===== src/rtl/rrt_pkg.sv =====
`timescale 1ns/1ps
package rrt_pkg;
   // which half of the receive clock period is currently being sampled
   typedef enum logic {HALF_FALL = 1'b0, HALF_RISE = 1'b1} half_e;
   // fewest flops allowed on the receive-clock synchronizer
   localparam int unsigned SYNC_MIN = 2;
endpackage


===== src/rtl/rrt_edge_sync.sv =====
`timescale 1ns/1ps
module rrt_edge_sync #(
   parameter int LANES       = 5,
   parameter int SYNC_STAGES = 2
) (
   input  logic             clk,
   input  logic             rst_n,
   input  logic             rx_clk,
   input  logic [LANES-1:0] lanes_raw,
   output logic [LANES-1:0] lanes_al,
   output logic             rise_p,
   output logic             fall_p
);
   logic [SYNC_STAGES-1:0] clk_pipe;
   logic [LANES-1:0]       lane_pipe [SYNC_STAGES];
   logic                   clk_last;

   // lanes travel through a chain of equal depth so they stay aligned with the clock
   always_ff @(posedge clk or negedge rst_n) begin
      if (!rst_n) begin
         clk_pipe <= '0;
         clk_last <= 1'b0;
         for (int i = 0; i < SYNC_STAGES; i++) lane_pipe[i] <= '0;
      end else begin
         clk_pipe     <= {clk_pipe[SYNC_STAGES-2:0], rx_clk};
         clk_last     <= clk_pipe[SYNC_STAGES-1];
         lane_pipe[0] <= lanes_raw;
         for (int i = 1; i < SYNC_STAGES; i++) lane_pipe[i] <= lane_pipe[i-1];
      end
   end

   assign rise_p   =  clk_pipe[SYNC_STAGES-1] & ~clk_last;
   assign fall_p   = ~clk_pipe[SYNC_STAGES-1] &  clk_last;
   assign lanes_al = lane_pipe[SYNC_STAGES-1];
endmodule


===== src/rtl/rrt_cfg_latch.sv =====
`timescale 1ns/1ps
module rrt_cfg_latch #(
   parameter int LANES       = 5,
   parameter int CNT_W       = 5,
   parameter int SETUP_DELAY = 4
) (
   input  logic             clk,
   input  logic             rst_n,
   input  logic             rise_p,
   input  logic             cfg_enable,
   input  logic             cfg_setup,
   input  logic             mode_rgmii,
   input  logic [CNT_W-1:0] cfg_delay,
   input  logic [LANES-1:0] cfg_skew,
   output logic             act_adj,
   output logic [CNT_W-1:0] act_dly,
   output logic [LANES-1:0] act_skew,
   output logic             nxt_adj
);
   localparam logic [CNT_W-1:0] AUTO_DLY = CNT_W'(SETUP_DELAY);

   logic             want_adj;
   logic [CNT_W-1:0] want_dly;
   logic [LANES-1:0] want_skew;

   // RMII forces bypass; setup overrides the programmed timing
   assign want_adj  = cfg_enable & mode_rgmii;
   assign want_dly  = cfg_setup ? AUTO_DLY : cfg_delay;
   assign want_skew = cfg_setup ? '0 : cfg_skew;
   assign nxt_adj   = rise_p ? want_adj : act_adj;

   always_ff @(posedge clk or negedge rst_n) begin
      if (!rst_n) begin
         act_adj  <= 1'b0;
         act_dly  <= '0;
         act_skew <= '0;
      end else if (rise_p) begin
         act_adj  <= want_adj;
         act_dly  <= want_dly;
         act_skew <= want_skew;
      end
   end
endmodule


===== src/rtl/rrt_half_sampler.sv =====
`timescale 1ns/1ps
module rrt_half_sampler #(
   parameter int LANES = 5,
   parameter int CNT_W = 5
) (
   input  logic             clk,
   input  logic             rst_n,
   input  logic             edge_p,
   input  logic             start_byp,
   input  logic [LANES-1:0] lanes_al,
   input  logic [CNT_W-1:0] act_dly,
   input  logic [LANES-1:0] act_skew,
   output logic             old_cpl,
   output logic [LANES-1:0] old_word,
   output logic [CNT_W-1:0] cnt_q
);
   localparam logic [CNT_W-1:0] CNT_MAX = '1;

   logic             hit_q;
   logic             done_q;
   logic [LANES-1:0] got_q;
   logic [LANES-1:0] word_q;
   logic [LANES-1:0] take;
   logic             match;
   logic             early_done;
   logic             closing;

   assign match = ~done_q & (cnt_q == act_dly);

   for (genvar g = 0; g < LANES; g++) begin : g_lane
      // slow lanes follow the match by one tick
      assign take[g]     = ~done_q & ~got_q[g] & (act_skew[g] ? hit_q : match);
      assign old_word[g] = got_q[g] ? word_q[g] : lanes_al[g];
   end

   assign early_done = ~edge_p & ~done_q & (&(got_q | take));
   assign closing    =  edge_p & ~done_q;
   assign old_cpl    = closing | early_done;

   always_ff @(posedge clk or negedge rst_n) begin
      if (!rst_n) begin
         cnt_q  <= '0;
         hit_q  <= 1'b0;
         done_q <= 1'b1;
         got_q  <= '1;
         word_q <= '0;
      end else if (edge_p) begin
         cnt_q <= '0;
         hit_q <= 1'b0;
         if (start_byp) begin
            got_q  <= '1;
            word_q <= lanes_al;
            done_q <= 1'b1;
         end else begin
            got_q  <= '0;
            done_q <= 1'b0;
         end
      end else begin
         if (cnt_q != CNT_MAX) cnt_q <= cnt_q + CNT_W'(1);
         hit_q  <= match;
         got_q  <= got_q | take;
         word_q <= (word_q & ~take) | (lanes_al & take);
         done_q <= done_q | early_done;
      end
   end
endmodule


===== src/rtl/rgmii_rx_retimer.sv =====
`timescale 1ns/1ps
module rgmii_rx_retimer #(
   parameter int LANES       = 5,
   parameter int CNT_W       = 5,
   parameter int SYNC_STAGES = 2,
   parameter int SETUP_DELAY = 4
) (
   input  logic             tclk,
   input  logic             rst_n,
   input  logic             rx_clk,
   input  logic [LANES-1:0] rx_lanes,
   input  logic             cfg_enable,
   input  logic             cfg_setup,
   input  logic             mode_rgmii,
   input  logic [CNT_W-1:0] cfg_delay,
   input  logic [LANES-1:0] cfg_skew,
   output logic [LANES-1:0] pair_rise,
   output logic [LANES-1:0] pair_fall,
   output logic             pair_valid
);
   import rrt_pkg::*;

   if (SYNC_STAGES < int'(SYNC_MIN)) begin : g_bad_sync
      $error("SYNC_STAGES below minimum");
   end
   if (LANES < 1) begin : g_bad_lanes
      $error("LANES must be at least 1");
   end
   if (SETUP_DELAY < 0 || SETUP_DELAY >= (1 << CNT_W)) begin : g_bad_setup
      $error("SETUP_DELAY does not fit the counter");
   end

   logic [LANES-1:0] lanes_al;
   logic             rise_p;
   logic             fall_p;
   logic             edge_p;
   logic             act_adj;
   logic [CNT_W-1:0] act_dly;
   logic [LANES-1:0] act_skew;
   logic             nxt_adj;
   logic             old_cpl;
   logic [LANES-1:0] old_word;
   logic [CNT_W-1:0] cnt_q;
   logic             new_cpl;
   half_e            cur_half;
   logic             have_rise;
   logic [LANES-1:0] rise_hold;

   rrt_edge_sync #(.LANES(LANES), .SYNC_STAGES(SYNC_STAGES)) i_sync (
      .clk(tclk), .rst_n(rst_n), .rx_clk(rx_clk), .lanes_raw(rx_lanes),
      .lanes_al(lanes_al), .rise_p(rise_p), .fall_p(fall_p));

   assign edge_p = rise_p | fall_p;

   rrt_cfg_latch #(.LANES(LANES), .CNT_W(CNT_W), .SETUP_DELAY(SETUP_DELAY)) i_cfg (
      .clk(tclk), .rst_n(rst_n), .rise_p(rise_p), .cfg_enable(cfg_enable),
      .cfg_setup(cfg_setup), .mode_rgmii(mode_rgmii), .cfg_delay(cfg_delay),
      .cfg_skew(cfg_skew), .act_adj(act_adj), .act_dly(act_dly),
      .act_skew(act_skew), .nxt_adj(nxt_adj));

   rrt_half_sampler #(.LANES(LANES), .CNT_W(CNT_W)) i_smp (
      .clk(tclk), .rst_n(rst_n), .edge_p(edge_p), .start_byp(~nxt_adj),
      .lanes_al(lanes_al), .act_dly(act_dly), .act_skew(act_skew),
      .old_cpl(old_cpl), .old_word(old_word), .cnt_q(cnt_q));

   // a bypass half is finished in the very tick its edge shows up
   assign new_cpl = edge_p & ~nxt_adj;

   always_ff @(posedge tclk or negedge rst_n) begin
      if (!rst_n) begin
         cur_half   <= HALF_FALL;
         have_rise  <= 1'b0;
         rise_hold  <= '0;
         pair_rise  <= '0;
         pair_fall  <= '0;
         pair_valid <= 1'b0;
      end else begin
         pair_valid <= 1'b0;
         if (edge_p) cur_half <= rise_p ? HALF_RISE : HALF_FALL;
         if (old_cpl) begin
            if (cur_half == HALF_RISE) begin
               rise_hold <= old_word;
               have_rise <= 1'b1;
            end else if (have_rise) begin
               pair_valid <= 1'b1;
               pair_rise  <= rise_hold;
               pair_fall  <= old_word;
            end
         end
         if (new_cpl) begin
            if (rise_p) begin
               rise_hold <= lanes_al;
               have_rise <= 1'b1;
            end else if (have_rise) begin
               pair_valid <= 1'b1;
               pair_rise  <= rise_hold;
               pair_fall  <= lanes_al;
            end
         end
      end
   end
endmodule


===== config.mk =====
export PLATFORM = sky130hd
export DESIGN_NAME = rgmii_rx_retimer
export DESIGN_NICKNAME = d
export VERILOG_FILES = /design/src/rtl/rrt_pkg.sv /design/src/rtl/rrt_edge_sync.sv /design/src/rtl/rrt_cfg_latch.sv /design/src/rtl/rrt_half_sampler.sv /design/src/rtl/rgmii_rx_retimer.sv
export SDC_FILE = /design/constraint.sdc
export NUM_CORES = 1
export LEC_CHECK = 0
export BUFFER_PORTS_ARGS = -buffer_cell sky130_fd_sc_hd__clkbuf_2
export CORE_MARGIN = 2
export CORE_UTILIZATION = 50
export DETAILED_ROUTE_END_ITERATION = 10
export GPL_TIMING_DRIVEN = 0
export PLACE_DENSITY = 0.77
export SYNTH_ARGS = -nofsm -noshare
export SYNTH_HDL_FRONTEND = slang
export SYNTH_HIERARCHICAL = 1
export SYNTH_SLANG_ARGS = --single-unit

===== constraint.sdc =====
create_clock -name tclk -period 3.7 [get_ports tclk]
set_input_delay 0.185 -clock tclk [delete_from_list [all_inputs] [get_ports tclk]]
set_output_delay 0.185 -clock tclk [all_outputs]
set_load 0.05 [all_outputs]

Yosys cells after proc, flatten, opt, wreduce, memory -nomap -nowiden
Cells that the tools add are included.
{ "op_classes": {"bitwise_logic": 36, "n_reduce_logical": 2, "n_addsub": 1, "mux": 49, "n_eq_ne": 3} }
{ "ops": {"columns": ["cell", "n"], "rows": [
  ["5-bit two-way mux", 24],
  ["1-bit two-way mux", 25],
  ["1-bit AND", 18],
  ["5-bit AND", 2],
  ["1-bit inverter", 10],
  ["5-bit OR", 2],
  ["5-bit by 1-bit adder with 5-bit output, second input constant", 1],
  ["5-bit equality test", 1],
  ["5-bit inequality test, second input constant", 1],
  ["5-bit inverter", 1],
  ["5-bit AND reduction", 1],
  ["1-bit OR", 3],
  ["2-bit inequality test, second input constant", 1],
  ["2-bit nonzero test", 1]
]} }
{ "totals": {"input_bits": 21, "register_bits": 59, "word_cells": 109} }

Logic depth before layout (Yosys ltp)
{ "depth": {"depth_word": 12, "depth_mapped": 13, "depth_no_buf": 10} }

Cells and area by module
The synthesis kept the hierarchy.
{ "by_module_without_submodules": {"columns": ["module", "seq_area_each_um2", "area_each_um2", "cells_each", "n_inst"], "rows": [
  ["rrt_half_sampler", 432.9, 1026.0, 105, 1],
  ["rgmii_rx_retimer", 450.4, 808.3, 67, 1],
  ["rrt_cfg_latch", 275.3, 464.2, 46, 1],
  ["rrt_edge_sync", 325.3, 377.9, 20, 1]
]} }

Worst setup path after synthesis
OpenSTA, ideal clock, no wires.
{ "synth_timing": {"kind": "register to register", "from": "register i_sync.clk_last", "to": "register pair_rise[0]", "path_stages_with_launch": 14, "t_arrival_ns": 2.612, "synth_period_minus_slack_ns": 2.737, "setup_slack_ns": 0.963, "cell_sequence": "dfrtp_1 > and2b_2 > or2_2 > buf_2 > nor3_1 > o21ai_0 > o31ai_1 > nand2b_1 > o22ai_1 > and3b_1 > buf_6 > or2_1 > buf_6 > mux2_4"} }
{ "synth_rtl": {"columns": ["item", "line", "rtl"], "rows": [
  ["start, declared", "rrt_edge_sync.sv:16", "logic clk_last;"],
  ["start signal, assigned", "rrt_edge_sync.sv:26", "clk_last <= clk_pipe[SYNC_STAGES-1];"],
  ["1-bit AND (*)", "rrt_edge_sync.sv:33", "assign fall_p = ~clk_pipe[SYNC_STAGES-1] & clk_last;"],
  ["net fall_p", "rgmii_rx_retimer.sv:35", "logic fall_p;"],
  ["1-bit OR (*)", "rgmii_rx_retimer.sv:53", "assign edge_p = rise_p | fall_p;"],
  ["net edge_p", "rgmii_rx_retimer.sv:36", "logic edge_p;"],
  ["1-bit inverter", "rrt_half_sampler.sv:36", "assign early_done = ~edge_p & ~done_q & (&(got_q | take));"],
  ["1-bit AND (2 in a row)", "rrt_half_sampler.sv:36", null],
  ["1-bit OR (*)", "rrt_half_sampler.sv:38", "assign old_cpl = closing | early_done;"],
  ["net old_cpl", "rgmii_rx_retimer.sv:41", "logic old_cpl;"],
  ["5-bit two-way mux (*)", "rgmii_rx_retimer.sv:80", "if (old_cpl) begin"],
  ["5-bit two-way mux", "rgmii_rx_retimer.sv:94", "end else if (have_rise) begin"],
  ["5-bit two-way mux", "rgmii_rx_retimer.sv:91", "if (rise_p) begin"],
  ["5-bit two-way mux (*)", "rgmii_rx_retimer.sv:90", "if (new_cpl) begin"],
  ["end signal, assigned", "rgmii_rx_retimer.sv:86", "pair_rise <= rise_hold;"],
  ["end signal, assigned", "rgmii_rx_retimer.sv:96", "pair_rise <= rise_hold;"],
  ["end, declared", "rgmii_rx_retimer.sv:17", "output logic [LANES-1:0] pair_rise,"]
]} }
Mark *: on every way through the listed nets, which the timed path passes. The rest lies on a longest branch.
A chain may end at the register's enable or synchronous reset.

Final worst setup path
{ "layout_timing": {"from": "register i_sync.clk_pipe[1]", "to": "register pair_rise[0]"} }
{ "layout_rtl": {"columns": ["item", "line", "rtl"], "rows": [
  ["start, declared", "rrt_edge_sync.sv:14", "logic [SYNC_STAGES-1:0] clk_pipe;"],
  ["start signal, assigned", "rrt_edge_sync.sv:25", "clk_pipe <= {clk_pipe[SYNC_STAGES-2:0], rx_clk};"],
  ["1-bit AND (*)", "rrt_edge_sync.sv:32", "assign rise_p = clk_pipe[SYNC_STAGES-1] & ~clk_last;"],
  ["net rise_p", "rgmii_rx_retimer.sv:34", "logic rise_p;"],
  ["1-bit OR (*)", "rgmii_rx_retimer.sv:53", null],
  ["net edge_p", "rgmii_rx_retimer.sv:36", null],
  ["1-bit inverter", "rrt_half_sampler.sv:36", null],
  ["1-bit AND (2 in a row)", "rrt_half_sampler.sv:36", null],
  ["1-bit OR (*)", "rrt_half_sampler.sv:38", null],
  ["net old_cpl", "rgmii_rx_retimer.sv:41", null],
  ["5-bit two-way mux (*)", "rgmii_rx_retimer.sv:80", null],
  ["5-bit two-way mux", "rgmii_rx_retimer.sv:94", null],
  ["5-bit two-way mux", "rgmii_rx_retimer.sv:91", null],
  ["5-bit two-way mux (*)", "rgmii_rx_retimer.sv:90", null]
]} }
Marks and branches as above.

==> metrics.cfg <==
[synth]
ys.flop_type = dfrtp_1
syn_avg_cell_area_sq_um = 11.25
yosys_warnings = 6
netlist_area_sq_um = 2676
synth_nets = 261
synth_edf_count = 0
ys_seq_area_share_pct = 55.45
syn_inst = 238
ys_ff_latch = 59
ys_types = 43
synthArstFlopShare_pct = 100.0

[timing]
finalCritPeriodShare_pct = 86.99
hold_violations = 0
relSlewSlack_pct = 39.00
setup_viol = 0
final.min_clock_period_ns = 3.219
rsz0062_at_grt = no
timing.setup.tns_ns = 0
max_freq_ghz = 0.3107
tightest_slew_ns = 0.9067
finalClockSkew_ns = 0.006552
slew_violations = 0

[routing]
firstDrtPassIters = 7
route.detailed.drc = 0
avgViaCountPerCell = 5.221
wirelength_um = 4975
ant_nets = 0
dr.first_iter.drc_count = 78
wl_per_cell_um = 13.74
vias = 1890

[floorplan]
die_h_um = 77.16
io_pins = 32
fp.dieW_um = 77.16
rows = 26
floorplan.die_area_sq_um = 5954
coreArea_sq_um = 5140
start_util_pct = 52.07

[power_and_ir_drop]
p_leak_nw = 1.489
power_per_cell_area_nw_per_um2 = 658.8
peakVddDrop_uv = 361.3

[clocking]
cts_root_buf = clkbuf_8
cts.sinks = 59
cts_made_buffers = 9
cts.path.max_buffers = 2
ctsResizeCount = 0
cts_htree_levels = 3
clk_latency_ns = 0.33
clkTransAtPathRegs_ns = 0.06
cts_tree = yes

[layout]
areaGrowthSynthToFinish_pct = 22.07
finalNetCount = 310
final_util_pct = 63.56
final_common_cell = dfrtp_1
drive_above_1_share_pct = 28.08
layout_common_cells = dfrtp_1, clkbuf_2, o21ai_0
stdcell_count = 362
n_antenna_cell = 0

[worst_setup_path]
critPathSlowestCell = dfrtp_1
crit_arrival_ns = 3.43
worst_path_most_repeated_cell = buf_6
critPathBufInv = 3
worstSetupEndpointType = register
critPathTopFamily = simple AND/OR/NAND/NOR gates
crit_chain = nor2b_1, or2_2, buf_2, nor3_1, o21ai_0, o31ai_1, nand2b_1, o22ai_1, and3b_1, buf_6, or2_1, buf_6, mux2_4
crit_path_max_fanout = 10
critical_path.startpoint_type = register
path_class = reg -> reg
cpPeakStageDelay_ns = 0.38
worst_ep_required_time_ns = 3.91

[placement]
io_buffers = 31
place_hpwl_um = 3406
gp_congestion = 0.8551
place_inst = 339

[global_routing]
grt_max_degree = 60
grtUsageTotal_pct = 19.18
antenna_found_initial = 0
grt_pass1_vias = 1908
grt_overflow_total = 0
grt_pass1_wl_um = 8790

[hold_path]
worstHoldPathType = in -> reg

[run_status]
status = completed

[job]
cap_violations = 0

-- synthesized netlist by cell type (2+ instances only) --
cell type	instances	area, sq um
buf_6	3	33.78
nor3_1	2	10.01
buf_1	2	7.510
xnor2_1	3	26.28
a31oi_1	4	25.02
nand3b_1	9	67.56
o21ai_0	27	135.1
nand2_1	13	48.80
mux2_2	10	112.6
buf_4	5	37.54
clkbuf_2	2	10.01
nand2b_1	3	18.77
o21a_1	4	30.03
mux2_4	5	75.07
o31ai_1	9	67.56
xor2_1	5	43.79
nor2_1	11	41.29
buf_2	2	10.01
dfstp_2	6	157.7
nor2b_1	3	18.77
mux2i_1	12	120.1
clkbuf_1	2	7.510
ha_1	2	25.02
dfrtp_1	53	1326
a21oi_1	6	30.03
inv_1	18	67.56
-- kinds of logic after synthesis --
kind of cell	share of synthesized area, %
AND/OR/NAND/NOR	11.22
buffers and inverters	6.498
multiplexers	11.50
AO/OA/AOI/OAI	11.78
adder cells (fa/ha/maj)	0.9349
flip-flops	55.45
XOR/XNOR	2.618
-- routing by layer --
metal | wire length [um] | up-vias | track usage (%)
li1 | - | 912 | -
met1 | 2287 | 918 | 25.00
met2 | 2351 | 55 | 29.30
met3 | 280 | 5 | 7.059
met4 | 55 | 0 | 7.143
met5 | 0 | - | 0
-- timing repair --
action / CTS / global route
buffers inserted: 0 / 0
hold endpoints to repair: 59 / 0
hold buffers: 7 / 0
-- tightest hold or removal path: stages --
cell and delay (ns):
clkbuf_2 0.07, nand3b_1 0.06, o21ai_0 0.06
-- report_power, final --
part,total (mW),internal (mW),switching (mW)
registers,0.840,0.766,0.0735
logic,0.518,0.186,0.331
clock network,0.795,0.553,0.242
total,2.15,1.51,0.647
-- registers in the layout, summed over array words and instances, names as in the netlist, named ones only --
name              flops
pair_valid            1
pair_rise             5
i_cfg/act_dly         5
i_smp/got_q           5
i_sync/clk_pipe       2
i_sync/lane_pipe      5
pair_fall             5
cur_half              1
i_cfg/act_skew        5
i_sync/clk_last       1
i_smp/done_q          1
i_smp/cnt_q           5
rise_hold             5
i_cfg/act_adj         1
i_smp/hit_q           1
have_rise             1
i_sync/lanes_al       5
-- per-stage QoR --
stage / power, mW / area, sq um / hold slack (ns) / setup WS [ns]
2_1_floorplan: 1.226 / 2676 / -0.1106 / 0.9630
3_3_place_gp: 1.345 / 2919 / 0.2932 / 0.6927
3_5_place_dp: 1.363 / 2922 / 0.2954 / 0.5122
4_1_cts: 2.174 / 3267 / 0.07762 / 0.4693
5_1_grt: 2.262 / 3267 / 0.09709 / 0.2995
6_report: 2.152 / 3267 / 0.08836 / 0.4814
-- layout make-up --
type,instances,area (sq um)
Buffer,16,106.4
Clock buffer,12,155.1
Clock inverter,4,120.1
Fill cell,419,1873
Inverter,18,67.56
Multi-Input combinational cell,145,1018
Sequential cell,59,1484
Tap cell,70,87.58
Timing Repair Buffer,38,227.7
-- path summary, 6_finish.rpt --
check                                     end  slack [ns]  cells past startpoint                 from
max                              pair_rise[0]        0.48                     13   i_sync/clk_pipe[1]
min                          i_cfg/act_dly[0]        0.09                      3         cfg_delay[0]
max reg2reg                      pair_rise[0]        0.48                     13   i_sync/clk_pipe[1]
min reg2reg                i_sync/lanes_al[0]        0.35                      0  i_sync/lane_pipe[5]
max in group asynchronous      i_smp/cnt_q[1]        2.70                      2                rst_n
min in group asynchronous        pair_rise[4]        0.48                      2                rst_n
Note: power is estimated with default switching activity, not from simulation.
